### src/rtl/dma_arb_pkg.sv
package dma_arb_pkg;

  localparam int unsigned DEF_NUM_GRP    = 4;
  localparam int unsigned DEF_CH_PER_GRP = 4;
  localparam int unsigned DEF_PRIO_W     = 2;

  // Outcome of one arbitration attempt
  typedef struct packed {
    logic grant;
    logic grp_err;
    logic ch_err;
  } arb_flags_t;

endpackage

### src/rtl/dma_arb_prio_pick.sv
module dma_arb_prio_pick #(
  parameter int unsigned N  = 4,
  parameter int unsigned PW = 2,
  localparam int unsigned IW = (N > 1) ? $clog2(N) : 1
) (
  input  logic          clk,
  input  logic          rst,
  input  logic [N-1:0]    valid_i,
  input  logic [N*PW-1:0] prio_i,
  output logic          found_o,
  output logic [IW-1:0] idx_o,
  output logic          dup_o
);

  logic [PW-1:0] best;

  // Highest priority among the valid entries
  always_comb begin
    found_o = 1'b0;
    idx_o   = '0;
    best    = '0;
    for (int i = 0; i < int'(N); i++) begin
      if (valid_i[i] && (!found_o || prio_i[i*PW +: PW] > best)) begin
        found_o = 1'b1;
        idx_o   = IW'(i);
        best    = prio_i[i*PW +: PW];
      end
    end
  end

  // Pairwise equality over every entry, valid or not
  logic [N-1:0] row_dup;
  for (genvar i = 0; i < int'(N); i++) begin : g_row
    logic [N-1:0] eq;
    for (genvar j = 0; j < int'(N); j++) begin : g_col
      if (j > i) begin : g_cmp
        assign eq[j] = (prio_i[i*PW +: PW] == prio_i[j*PW +: PW]);
      end else begin : g_none
        assign eq[j] = 1'b0;
      end
    end
    assign row_dup[i] = |eq;
  end
  assign dup_o = |row_dup;

  AST_PICK_VALID: assert property (@(posedge clk) disable iff (rst)
    found_o |-> valid_i[idx_o]);
  AST_PICK_NONE: assert property (@(posedge clk) disable iff (rst)
    (valid_i == '0) |-> !found_o);

endmodule

### src/rtl/dma_arb_req.sv
module dma_arb_req #(
  parameter int unsigned NUM_CH = 16,
  localparam int unsigned CH_W  = $clog2(NUM_CH)
) (
  input  logic              clk,
  input  logic              rst,
  input  logic [NUM_CH-1:0] sw_start_i,
  input  logic [NUM_CH-1:0] hw_req_i,
  input  logic [NUM_CH-1:0] hw_en_i,
  input  logic              grant_fire_i,
  input  logic [CH_W-1:0]   grant_ch_i,
  output logic [NUM_CH-1:0] pend_o
);

  logic [NUM_CH-1:0] sw_pend_q;
  logic [NUM_CH-1:0] grant_mask;

  assign grant_mask = grant_fire_i ? (NUM_CH'(1) << grant_ch_i) : '0;
  assign pend_o     = sw_pend_q | sw_start_i | (hw_req_i & hw_en_i);

  always_ff @(posedge clk) begin
    if (rst) sw_pend_q <= '0;
    else     sw_pend_q <= (sw_pend_q | sw_start_i) & ~grant_mask;
  end

  AST_SW_CLEAR: assert property (@(posedge clk) disable iff (rst)
    (grant_fire_i && !sw_start_i[grant_ch_i]) |=> !sw_pend_q[$past(grant_ch_i)]);

  for (genvar c = 0; c < int'(NUM_CH); c++) begin : g_hold
    AST_SW_HOLD: assert property (@(posedge clk) disable iff (rst)
      (sw_pend_q[c] && !(grant_fire_i && grant_ch_i == CH_W'(c))) |=> sw_pend_q[c]);
  end

endmodule

### src/rtl/dma_grp_arbiter.sv
module dma_grp_arbiter
  import dma_arb_pkg::*;
#(
  parameter int unsigned NUM_GRP    = DEF_NUM_GRP,
  parameter int unsigned CH_PER_GRP = DEF_CH_PER_GRP,
  parameter int unsigned PRIO_W     = DEF_PRIO_W,
  localparam int unsigned NUM_CH    = NUM_GRP * CH_PER_GRP,
  localparam int unsigned CH_W      = $clog2(NUM_CH),
  localparam int unsigned GRP_W     = (NUM_GRP > 1) ? $clog2(NUM_GRP) : 1,
  localparam int unsigned LOC_W     = (CH_PER_GRP > 1) ? $clog2(CH_PER_GRP) : 1
) (
  input  logic                     clk,
  input  logic                     rst,
  input  logic                     idle_i,
  input  logic [NUM_CH-1:0]        sw_start_i,
  input  logic [NUM_CH-1:0]        hw_req_i,
  input  logic [NUM_CH-1:0]        hw_en_i,
  input  logic [NUM_CH*PRIO_W-1:0] ch_prio_i,
  input  logic [NUM_GRP*PRIO_W-1:0] grp_prio_i,
  output logic                     grant_valid_o,
  output logic [CH_W-1:0]          grant_ch_o,
  output logic                     grp_err_o,
  output logic                     ch_err_o
);

  logic [NUM_CH-1:0]  pend_w;
  logic [NUM_GRP-1:0] grp_active;
  logic               g_found, g_dup, c_found, c_dup;
  logic [GRP_W-1:0]   g_idx;
  logic [LOC_W-1:0]   c_idx;
  logic [CH_PER_GRP-1:0]        win_pend;
  logic [CH_PER_GRP*PRIO_W-1:0] win_prio;
  logic               attempt;
  arb_flags_t         nxt;
  logic [CH_W-1:0]    grant_ch_n;

  dma_arb_req #(.NUM_CH(NUM_CH)) u_req (
    .clk          (clk),
    .rst          (rst),
    .sw_start_i   (sw_start_i),
    .hw_req_i     (hw_req_i),
    .hw_en_i      (hw_en_i),
    .grant_fire_i (nxt.grant),
    .grant_ch_i   (grant_ch_n),
    .pend_o       (pend_w)
  );

  for (genvar g = 0; g < int'(NUM_GRP); g++) begin : g_act
    assign grp_active[g] = |pend_w[g*CH_PER_GRP +: CH_PER_GRP];
  end

  // Level one: group selection
  dma_arb_prio_pick #(.N(NUM_GRP), .PW(PRIO_W)) u_grp_pick (
    .clk     (clk),
    .rst     (rst),
    .valid_i (grp_active),
    .prio_i  (grp_prio_i),
    .found_o (g_found),
    .idx_o   (g_idx),
    .dup_o   (g_dup)
  );

  assign win_pend = pend_w[int'(g_idx)*CH_PER_GRP +: CH_PER_GRP];
  assign win_prio = ch_prio_i[int'(g_idx)*CH_PER_GRP*PRIO_W +: CH_PER_GRP*PRIO_W];

  // Level two: channel selection inside the winning group
  dma_arb_prio_pick #(.N(CH_PER_GRP), .PW(PRIO_W)) u_ch_pick (
    .clk     (clk),
    .rst     (rst),
    .valid_i (win_pend),
    .prio_i  (win_prio),
    .found_o (c_found),
    .idx_o   (c_idx),
    .dup_o   (c_dup)
  );

  assign attempt    = idle_i && g_found;
  assign grant_ch_n = CH_W'(int'(g_idx) * int'(CH_PER_GRP) + int'(c_idx));

  always_comb begin
    nxt.grp_err = attempt && g_dup;
    nxt.ch_err  = attempt && !g_dup && c_dup;
    nxt.grant   = attempt && !g_dup && !c_dup && c_found;
  end

  always_ff @(posedge clk) begin
    if (rst) begin
      grant_valid_o <= 1'b0;
      grant_ch_o    <= '0;
      grp_err_o     <= 1'b0;
      ch_err_o      <= 1'b0;
    end else begin
      grant_valid_o <= nxt.grant;
      grant_ch_o    <= nxt.grant ? grant_ch_n : '0;
      grp_err_o     <= nxt.grp_err;
      ch_err_o      <= nxt.ch_err;
    end
  end

  AST_GRANT_NEEDS_IDLE: assert property (@(posedge clk) disable iff (rst)
    (grant_valid_o || grp_err_o || ch_err_o) |-> $past(idle_i));
  AST_GRPERR_EXCL: assert property (@(posedge clk) disable iff (rst)
    grp_err_o |-> (!ch_err_o && !grant_valid_o));
  AST_CHERR_NO_GRANT: assert property (@(posedge clk) disable iff (rst)
    ch_err_o |-> !grant_valid_o);
  AST_GRANT_PENDING: assert property (@(posedge clk) disable iff (rst)
    nxt.grant |-> pend_w[grant_ch_n]);
  AST_QUIET_NO_PEND: assert property (@(posedge clk) disable iff (rst)
    (pend_w == '0) |=> !(grant_valid_o || grp_err_o || ch_err_o));

endmodule

### config.mk
export PLATFORM = sky130hd
export DESIGN_NAME = dma_grp_arbiter
export DESIGN_NICKNAME = d
export VERILOG_FILES = /design/src/rtl/dma_arb_pkg.sv /design/src/rtl/dma_arb_prio_pick.sv /design/src/rtl/dma_arb_req.sv /design/src/rtl/dma_grp_arbiter.sv
export SDC_FILE = /design/constraint.sdc
export NUM_CORES = 1
export LEC_CHECK = 0
export BUFFER_PORTS_ARGS = -buffer_cell sky130_fd_sc_hd__buf_4
export CAP_MARGIN = 20
export CELL_PAD_IN_SITES_DETAIL_PLACEMENT = 0
export CELL_PAD_IN_SITES_GLOBAL_PLACEMENT = 1
export CORE_UTILIZATION = 36
export CTS_BUF_LIST = sky130_fd_sc_hd__clkbuf_2 sky130_fd_sc_hd__clkbuf_4 sky130_fd_sc_hd__clkbuf_8
export DETAILED_ROUTE_END_ITERATION = 6
export GPL_ROUTABILITY_DRIVEN = 1
export GPL_TIMING_DRIVEN = 0
export PLACE_DENSITY_LB_ADDON = 0.2
export SLEW_MARGIN = 20
export SYNTH_ARGS = -nofsm -noshare
export SYNTH_HDL_FRONTEND = slang
export SYNTH_SLANG_ARGS = --single-unit
### constraint.sdc
create_clock -name clk -period 12.17 [get_ports clk]
set_input_delay 1.217 -clock clk [delete_from_list [all_inputs] [get_ports clk]]
set_output_delay 1.217 -clock clk [all_outputs]
set_load 0.03 [all_outputs]
; ---- After elaboration in Yosys (flattened, before gate mapping)
; Cells that the tools add are included.
; W data, S select, Z words.
[totals]
reg_bits = 23
in_bits = 91
[classes]
addsub = 1
n_lt_le_gt_ge = 6
n_eq_ne = 12
shift = 3
n_mux = 21
bitwise_logic = 6
n_reduce_logical = 33
[ops]
columns = op, count
row1 = $and A16 B16 Y16, 2
row2 = $or A16 B16 Y16, 2
row3 = $shiftx A32 B6 Y8, 1
row4 = $eq A2 B2 Y1, 12
row5 = $mux W2, 10
row6 = $mux W16, 1
row7 = $not A16 Y16, 1
row8 = $reduce_or A4 Y1, 4
row9 = $shiftx A16 B5 Y4, 1
row10 = $shl A1 B4 Y16 const A, 1
row11 = $gt A2 B2 Y1, 6
row12 = $logic_and A1 B1 Y1, 12
row13 = $reduce_or A6 Y1, 2
row14 = $mux W1, 10
row15 = $logic_not A1 Y1, 8
row16 = $logic_or A1 B1 Y1, 6
row17 = $add A4 B2 Y4, 1
row18 = $reduce_or A2 Y1, 1
row19 = $not A1 Y1, 1

; ---- Longest topological paths before layout
[logic_depth]
ltp_word = 35
depth_mapped = 44
mapped_depth_nobuf = 41

; ---- Cells and area by module
; From an unflattened synthesis, not the netlist that was laid out.
[hier_totals]
hier_cells = 232
hier_area_um2 = 2021.9
[by_module_without_submodules]
columns = mod, n_inst, cells_per_inst, area_per_inst_um2, seq_area_each_um2
row1 = dma_arb_req, 1, 89, 685.7, 320.3
row2 = dma_grp_arbiter, 1, 36, 544.3, 140.1
row3 = dma_arb_prio_pick (u_grp_pick), 1, 54, 397.9, 0.0
row4 = dma_arb_prio_pick (u_ch_pick), 1, 53, 394.1, 0.0

; ---- Worst setup path before layout
; Ideal clock, no wire load.
[synth_path]
path_kind = input to register
from = input port hw_req_i[0]
to = register u_req.sw_pend_q[13]
arrival_time_ns = 9.318
path_slack_ns = 2.708
stages = 42
n_path_buf = 3
path_cell_list = a211o_1 nand4b_1 clkbuf_1 nand2_1 ha_1 nor2b_1 o21a_1 o21ai_2 mux2_2 ha_1 nand2_1 o21ai_0 o21ai_1 buf_2 nand2_1 nand2_1 o21ai_0 ha_1 [6 not listed] nand2_1 ha_1 nor2b_1 o21ai_0 a21oi_1 mux2_2 ha_1 nand2_1 o21ai_0 a21oi_2 mux2i_1 ha_1 nor2b_1 o21ai_0 nor2b_1 a211oi_4 nor4b_1 a311oi_1
[synth_between]
elab_chain_cells = 35
word_cells_on_any_way = 66
classes_between = add/sub (1) / order compare (6) / eq/ne (6) / shift (3) / mux (21) / bitwise (4) / reduce/logical (25)
[synth_rtl]
columns = element, line
row1 = from (decl), dma_grp_arbiter.sv:16  ; input logic [NUM_CH-1:0] hw_req_i,
row2 = $and A16 B16 Y16 *, dma_arb_req.sv:19  ; assign pend_o = sw_pend_q | sw_start_i | (hw_req_i & hw_en_i);
row3 = $or A16 B16 Y16 *, dma_arb_req.sv:19
row4 = $reduce_or A4 Y1, dma_grp_arbiter.sv:49  ; assign grp_active[g] = |pend_w[g*CH_PER_GRP +: CH_PER_GRP];
row5 = $mux W2 or $mux W1 (tied branches), dma_arb_prio_pick.sv:23  ; if (valid_i[i] && (!found_o || prio_i[i*PW +: PW] > best)) begin
row6 = $gt A2 B2 Y1 or $logic_not A1 Y1 (tied branches), dma_arb_prio_pick.sv:23
row7 = $logic_or A1 B1 Y1, dma_arb_prio_pick.sv:23
row8 = $logic_and A1 B1 Y1, dma_arb_prio_pick.sv:23
row9 = $mux W2 or $mux W1 (tied branches), dma_arb_prio_pick.sv:23
row10 = [19 not listed], -
row11 = $logic_or A1 B1 Y1, dma_arb_prio_pick.sv:23
row12 = $logic_and A1 B1 Y1, dma_arb_prio_pick.sv:23
row13 = $mux W2, dma_arb_prio_pick.sv:23
row14 = $add A4 B2 Y4, dma_grp_arbiter.sv:78  ; assign grant_ch_n = CH_W'(int'(g_idx) * int'(CH_PER_GRP) + int'(c_idx));
row15 = $shl A1 B4 Y16, dma_arb_req.sv:18  ; assign grant_mask = grant_fire_i ? (NUM_CH'(1) << grant_ch_i) : '0;
row16 = $mux W16 *, dma_arb_req.sv:18
row17 = $not A16 Y16 *, dma_arb_req.sv:23  ; else sw_pend_q <= (sw_pend_q | sw_start_i) & ~grant_mask;
row18 = $and A16 B16 Y16 *, dma_arb_req.sv:23
row19 = to (signal assigned), dma_arb_req.sv:23
row20 = to (decl), dma_arb_req.sv:15  ; logic [NUM_CH-1:0] sw_pend_q;
; Mark *: on every way between the ends. The rest lies on a longest branch, timed or not.
; A chain may end at the register's enable or synchronous reset.

; ---- Worst setup path in the final report
[layout_path]
from = input port hw_req_i[2]
to = register u_req.sw_pend_q[9]
; Same word-level chain as after synthesis.

==> flow_summary.toml <==
[outcome]
outcome = "complete, but fails checks"
violations = "design-rule violations"

[placed_design]
place_area_um2 = 3240
portBuffers = 96
dpl.hpwl_um = 6230
pre_cts_slack_ns = 0.545
routabilityCongestion = 0.809

[global_route]
grt_first_pass_wirelength_um = 12600
grt_pass1_vias = 2547
track_usage_pct = 22.0
overflow = 0
antenna_found_initial = 0
grt_max_degree = 14

[floorplanning]
start_util_pct = 37.8
die_area_um2 = 7080
io_pins = 98
core_um2 = 6420
die_x_um = 84.1
rows = 29
die_h_um = 84.1

[hold_path]
min_to = "u_req.sw_pend_q[5]"
holdCritStartpoint = "u_req.sw_pend_q[5]"
hp-class = "reg -> reg"
worstHoldPathCells = 2

[worst_setup_path]
max_stage_delay_ns = 0.58
crit_type = "in -> reg"
end_kind = "register"
arrival_ns = 11.27
cp-start-kind = "input pin"
cp_max_fo = 10
rr_worst_depth = 42
rrSetupSlack_ns = 1.80
r2r-start = "u_req.sw_pend_q[2]"
required_ns = 12.30
r2r-end = "u_req.sw_pend_q[9]"
cpMaxStageDelayCell = "a211oi_1"

[pwr]
p_leak_uw = 0.00142
power.density_nw_per_um2 = 187
vdd_drop_max_mv = 0.193

[yosys]
ys_seq_area_share_pct = 19.0
synth_edf_count = 0
synthTopCellsByCount = "xor2_1, dfxtp_1, a211oi_1, nand2_1, nor2_1"
synth_top_area_share_pct = 19.0
ys_warn_count = 0
synth_top_area_cell = "dfxtp_1"
synth.area.top_cells = "dfxtp_1, xor2_1, a211oi_1, ha_1, o2bb2ai_4"
synth_cell_types = 59
postSynth.asyncResetShare_pct = 0
synthFlopType = "dfxtp_1"
synth_area_um2 = 2430
syn_inst = 276
avgSynthCellArea_um2 = 8.79
syn_nets = 379
yosys.cell_count.top_type = "xor2_1"
synth_seq_cells = 23

[timing]
max_freq_mhz = 89.8
slew_headroom_pct = 55.4
setup_viol_count_final = 0
min_period_ns = 11.14
fin_ws_ns = 1.03
finalCritPeriodShare_pct = 91.5
rsz0062_at_grt = "no"
tightest_slew_ns = 0.663
fin_setup_tns_ns = 0
finalMaxSlewViolations = 0
finalHoldViolCount = 0
skew_ns = 0.00548

[finish]
regArea_um2 = 460
drive_above_1_share_pct = 35.6
design_area_um2 = 3300
fillers = 631
diodes = 0
layout.nets = 480
multi_input_area_um2 = 1870
area_delta_synth_final_pct = 36.0

[clock_tree]
cts_tree = "built"
clock_path_buffers = 2
clkTransAtPathRegs_ns = 0.08
cts_made_buffers = 3
htreeDepth = 1
cts_sinks = 23
cts.hold.buffers_added = 0
cts_root_buf = "clkbuf_8"
clk_latency_ns = 0.27

[drt]
via_count = 2679
drtIter0Drc = 187
drt_wl_total_um = 7700
drcViolationCount = 8
first_pass_iters = 7
viasPerCell = 5.91
ant_nets = 0
wire_per_inst_um = 17.0

[job]
drv_cap = 0
-- critical path: cells and delay by family --
kind                       cells  cell delay, ns
and+or+nand+nor               12            2.16
muxes                          3            0.94
adders and majority gates      6            1.62
AOI/OAI and AO/OA             17            4.40
buffers and inverters          5            0.94
-- layout by cell type (no fill, tap or decap), types with 5 or more instances in the layout --
cell type and n:
o32ai_1 8, and2_0 7, nand2_1 19, a222oi_1 8
o2bb2ai_2 5, a311oi_1 6, and2_1 5, o21ai_0 14
nor2_1 17, nor2b_1 9, o22ai_1 6, ha_1 12
a211oi_1 20, inv_1 11, dfxtp_1 23, clkbuf_1 6
xor2_1 24, buf_4 96, a211o_1 5
-- what timing repair did --
item | CTS | global route
buffers inserted | 0 | 0
gates resized for setup | 0 | 2
setup endpoints to repair | 0 | 6
-- per-stage QoR --
stage          util [%]  total power (µW)  hold WS [ns]  instances
2_1_floorplan         -               452         0.456        276
3_3_place_gp       50.5               555         0.473        449
3_5_place_dp       50.5               562         0.477        449
4_1_cts            51.2               613         0.489        453
5_1_grt            51.4               676         0.509        453
6_report           51.4               617         0.480        453
-- logic make-up after synthesis --
kind of cell	Yosys count	share of synthesized area [%]
AO/OA/AOI/OAI	106	39.0
AND/OR/NAND/NOR	81	19.8
XOR/XNOR	24	8.66
buffers and inverters	23	4.23
flip-flops	23	19.0
adder cells (fa/ha/maj)	12	6.19
multiplexers	7	3.09
-- worst max-delay path by stage --
stage,to,cells after the start,startpoint
final,u_req.sw_pend_q[9],43,hw_req_i[2]
after global routing,u_req.sw_pend_q[9],44,hw_req_i[2]
after CTS,u_req.sw_pend_q[13],43,hw_req_i[2]
after detailed placement,u_req.sw_pend_q[13],43,hw_req_i[2]
after global placement,u_req.sw_pend_q[13],43,hw_req_i[2]
after floorplan,u_req.sw_pend_q[13],42,hw_req_i[0]
-- registers in the layout, summed over array words and instances, names as in the netlist --
name	count
grant_valid_o	1
grp_err_o	1
ch_err_o	1
u_req.sw_pend_q	16
grant_ch_o	4
-- metal layers --
layer	vias up	part of all wire (%)	GRT usage (%)
li1	1299	-	-
met1	1277	43	29.2
met2	95	50	38.3
met3	8	5.7	3.46
met4	0	1.1	3.29
met5	-	0	0
-- where the power goes --
group          total (µW)  internal, µW  switching [µW]
Clock                49.5          22.9            26.6
Sequential           83.2          80.9            2.40
Combinational         484           195             289
-- cell type report --
class                   instances  share of cell area (%)
multi-input cells             230                    56.8
repair buffers                 96                    21.8
flip-flops and latches         23                    13.9
well taps                      77                    2.92
plain buffers                  12                    1.86
clock buffers                   3                    1.25
inverters                      11                    1.25
clock inverters                 1                   0.152
Power figures use the tool's default switching activity.
